$ cat config.mk
export PLATFORM = sky130hd
export DESIGN_NAME = serial_delay_reg
export DESIGN_NICKNAME = d
export VERILOG_FILES = /design/src/rtl/serial_delay_pkg.sv /design/src/rtl/sdr_edge_det.sv /design/src/rtl/sdr_shift_reg.sv /design/src/rtl/sdr_commit.sv /design/src/rtl/serial_delay_reg.sv
export SDC_FILE = /design/constraint.sdc
export NUM_CORES = 1
export LEC_CHECK = 0
export BUFFER_PORTS_ARGS = -buffer_cell sky130_fd_sc_hd__buf_2
export CAP_MARGIN = 10
export CORE_MARGIN = 10
export CORE_UTILIZATION = 35
export CTS_CLUSTER_DIAMETER = 40
export DETAILED_ROUTE_END_ITERATION = 16
export HOLD_SLACK_MARGIN = 0.02
export PLACE_DENSITY = 0.63
export SETUP_SLACK_MARGIN = 0.05
export SYNTH_ARGS = -nofsm -noshare
export SYNTH_HDL_FRONTEND = slang
export SYNTH_HIERARCHICAL = 1
export SYNTH_SLANG_ARGS = --single-unit
export TNS_END_PERCENT = 50
$ cat constraint.sdc
create_clock -name clk_i -period 1.8 [get_ports clk_i]
set_input_delay 0.09 -clock clk_i [delete_from_list [all_inputs] [get_ports clk_i]]
set_output_delay 0.09 -clock clk_i [all_outputs]
set_load 0.02 [all_outputs]
$ cat src/rtl/serial_delay_pkg.sv
package serial_delay_pkg;
  typedef struct packed {
    logic sclk_rise;
    logic le_rise;
    logic le_fall;
    logic le_held;
  } port_ev_t;
endpackage

$ cat src/rtl/sdr_edge_det.sv
module sdr_edge_det
  import serial_delay_pkg::*;
(
  input  logic     clk_i,
  input  logic     rst_ni,
  input  logic     sclk_i,
  input  logic     le_i,
  output port_ev_t ev_o
);
  logic sclk_q, le_q;

  always_ff @(posedge clk_i or negedge rst_ni) begin
    if (!rst_ni) begin
      sclk_q <= 1'b0;
      le_q   <= 1'b0;
    end else begin
      sclk_q <= sclk_i;
      le_q   <= le_i;
    end
  end

  always_comb begin
    ev_o.sclk_rise = sclk_i & ~sclk_q;
    ev_o.le_rise   = le_i & ~le_q;
    ev_o.le_fall   = le_q & ~le_i;
    ev_o.le_held   = le_i & le_q;
  end
endmodule

$ cat src/rtl/sdr_shift_reg.sv
module sdr_shift_reg
  import serial_delay_pkg::*;
#(
  parameter int unsigned W = 8
) (
  input  logic         clk_i,
  input  logic         rst_ni,
  input  port_ev_t     ev_i,
  input  logic         sdi_i,
  output logic [W-1:0] data_o,
  output logic         msb_o
);
  logic shift_en;
  logic [W-1:0] data_q;

  // a rise in the same sample as the le rise does not count
  assign shift_en = ev_i.le_held & ev_i.sclk_rise;

  always_ff @(posedge clk_i or negedge rst_ni) begin
    if (!rst_ni)       data_q <= '0;
    else if (shift_en) data_q <= {data_q[W-2:0], sdi_i};
  end

  assign data_o = data_q;
  assign msb_o  = data_q[W-1];
endmodule

$ cat src/rtl/sdr_commit.sv
module sdr_commit
  import serial_delay_pkg::*;
#(
  parameter int unsigned W = 8
) (
  input  logic         clk_i,
  input  logic         rst_ni,
  input  port_ev_t     ev_i,
  input  logic [W-1:0] data_i,
  output logic [W-1:0] code_o,
  output logic         settle_o
);
  logic [W-1:0] code_q;
  logic settle_q;

  always_ff @(posedge clk_i or negedge rst_ni) begin
    if (!rst_ni) begin
      code_q   <= '0;
      settle_q <= 1'b0;
    end else if (ev_i.le_fall) begin
      code_q   <= data_i;
      settle_q <= (data_i != code_q);
    end else begin
      settle_q <= 1'b0;
    end
  end

  assign code_o   = code_q;
  assign settle_o = settle_q;
endmodule

$ cat src/rtl/serial_delay_reg.sv
module serial_delay_reg
  import serial_delay_pkg::*;
#(
  parameter int unsigned CODE_W = 8
) (
  input  logic              clk_i,
  input  logic              rst_ni,
  input  logic              sclk_i,
  input  logic              le_i,
  input  logic              sdi_i,
  output logic              sdo_o,
  output logic [CODE_W-1:0] code_o,
  output logic              settle_o
);
  port_ev_t ev;
  logic [CODE_W-1:0] shift_q;

  sdr_edge_det u_edge (
    .clk_i  (clk_i),
    .rst_ni (rst_ni),
    .sclk_i (sclk_i),
    .le_i   (le_i),
    .ev_o   (ev)
  );

  sdr_shift_reg #(.W(CODE_W)) u_shift (
    .clk_i  (clk_i),
    .rst_ni (rst_ni),
    .ev_i   (ev),
    .sdi_i  (sdi_i),
    .data_o (shift_q),
    .msb_o  (sdo_o)
  );

  sdr_commit #(.W(CODE_W)) u_commit (
    .clk_i    (clk_i),
    .rst_ni   (rst_ni),
    .ev_i     (ev),
    .data_i   (shift_q),
    .code_o   (code_o),
    .settle_o (settle_o)
  );
endmodule

==> flow_metrics.env <==
export IMPL_end_kind="flop"
export IMPL_outcome="finished, final reports clean"
export IMPL_period_needed_ps=1266
export IMPL_cts_root_buf="clkbuf_4"
export IMPL_finClkSkew_ps=3.891
export IMPL_n_fill_cell=225
export IMPL_syn_to_final_growth_pct=20.35
export IMPL_mostFrequentLayoutCell="dfrtp_1"
export IMPL_insertion_delay_ps=290
export IMPL_cts_tree="built"
export IMPL_drtIter0Drc=12
export IMPL_slew_violations=0
export IMPL_rr_endpoint="u_commit/settle_o"
export IMPL_worstHoldPathType="in2async"
export IMPL_worstPathArrival_ps=1450
export IMPL_dp_cells=92
export IMPL_power_frac_comb=0.278
export IMPL_post_dp_cell_area_um2=879.6
export IMPL_first_global_vias=517
export IMPL_drt_total_wl_um=1329
export IMPL_yosys_warnings=6
export IMPL_syn_area_per_cell_um2=15.13
export IMPL_finalCritPeriodShare=0.7032
export IMPL_rsz0062_at_grt="no"
export IMPL_cts_resized=0
export IMPL_internal_power_mw=0.7550
export IMPL_die_w_um=67.42
export IMPL_r2r_setup_slack_ps=600
export IMPL_htree_levels=1
export IMPL_synth_area_um2=787.0
export IMPL_final_cell_mix="dfrtp_1, mux2_2, buf_2"
export IMPL_drive_gt1_frac=0.5139
export IMPL_routed_top_layer="met4"
export IMPL_fmax_mhz=790.1
export IMPL_grt_ovfl_total=0
export IMPL_antenna_found_initial=0
export IMPL_rr_worst_depth=3
export IMPL_syn_inst=52
export IMPL_io_buffers=14
export IMPL_cts_hold_buf=4
export IMPL_cellPowerDensity_mw_per_mm2=1184
export IMPL_start_util=0.3627
export IMPL_cp_required_ps=1980
export IMPL_worstSetupPathType="in2reg"
export IMPL_setup_tns_ps=0
export IMPL_grt_pass1_wl_um=2242
export IMPL_p_clk_frac=0.185
export IMPL_hpwl_um=950.3
export IMPL_timing_rr_start="u_shift/data_o[1]"
export IMPL_insertedDiodeCount=0
export IMPL_final_nets=78
export IMPL_wl_per_cell_um=13.29
export IMPL_ios=15
export IMPL_path_max_fanout=9
export IMPL_viasPerCell=4.510
export IMPL_seq_power_share=0.537
export IMPL_first_pass_iters=2
export IMPL_design_area_um2=947.2
export IMPL_met1_length_um=606
export IMPL_p_sw_mw=0.3664
export IMPL_fp_row_count=17
export IMPL_gp_routability_congestion=0.7169
export IMPL_fp_dieArea_mm2=0.004545
export IMPL_final_cells=100
export IMPL_drc=0
export IMPL_hold_viol=0
export IMPL_swShare=0.3267
export IMPL_coreArea_mm2=0.002170
export IMPL_track_usage=0.06518
export IMPL_drv_cap=0
export IMPL_cts_num_sinks=19
export IMPL_cts_buffer_depth=2
export IMPL_setup_viol=0
export IMPL_p_leak_nw=0.5081
export IMPL_numCtsBuffers=3
export IMPL_worst_pin_slew_ps=411.1
export IMPL_postRouteAntennaNets=0
export IMPL_irDropWorstVdd_v=0.0007324
export IMPL_clk_pin_slew_ps=100
export IMPL_grt_max_degree=20
export IMPL_max_slew_margin=0.7259
export IMPL_via_count=451
export IMPL_synth_fp_nets=57
export IMPL_met2WireLength_um=608
export IMPL_post_cts_repair_setup_buffers=0
export IMPL_start_kind="primary input"
export IMPL_die_height_um=67.42
export IMPL_wl_met3_um=101
==> worst max-delay path: stages <==
cell           delay (ps)
dlygate4sd3_1         530
buf_2                 130
and2b_2               340
mux2_2                360
==> routing by layer <==
metal	vias up	track usage
met1	220	0.07350
li1	217	-
met3	2	0.03967
met2	12	0.09953
met4	0	0.02308
met5	-	0
==> layout make-up <==
type	count	area (µm²)	share of cell area
tap	28	35.03	0.03699
multi-input combinational	31	299.0	0.3157
timing repair buffer	18	110.1	0.1162
clock buffer	3	22.52	0.02378
sequential	19	475.5	0.5020
clock inverter	1	5.005	0.005284
==> worst max-delay path by stage <==
| stage | slack, ps | to | start | cells past startpoint |
|---|---|---|---|---|
| 5_1_grt | 480 | u_commit/code_o[1] | le_i | 4 |
| 3_3_place_gp | 630 | u_shift/data_o[4] | u_edge/le_q | 3 |
| 3_5_place_dp | 610 | u_shift/data_o[6] | u_edge/le_q | 3 |
| 2_1_floorplan | 640 | u_commit/settle_o | u_shift/data_o[7] | 4 |
| 4_1_cts | 550 | u_commit/code_o[3] | le_i | 4 |
| 6_report | 530 | u_commit/code_o[3] | le_i | 4 |
==> metrics by stage <==
stage	hold WS, ps	utilization	setup WS, ps	power (mW)
2_1_floorplan	-205.6	-	640.8	0.8139
3_3_place_gp	45.76	0.4054	625.2	0.9164
3_5_place_dp	52.48	0.4054	609.0	0.9191
4_1_cts	242.8	0.4366	547.6	1.151
5_1_grt	279.5	0.4366	482.0	1.197
6_report	247.0	0.4366	534.3	1.121
==> sequential cells by signal (all words and copies together), names as in the netlist <==
signal / cells
u_commit/settle_o: 1
u_shift/data_o: 8
u_edge/le_q: 1
u_edge/sclk_q: 1
u_commit/code_o: 8
==> power groups by stage <==
stage / sequential (mW) / combinational [mW] / clock (mW)
after floorplan: 0.658 / 0.156 / 0
after global placement: 0.607 / 0.309 / 0
after detailed placement: 0.609 / 0.310 / 0
after CTS: 0.603 / 0.321 / 0.227
after global routing: 0.618 / 0.343 / 0.236
final: 0.602 / 0.312 / 0.208
No activity file was read; power rests on OpenSTA's default activity.
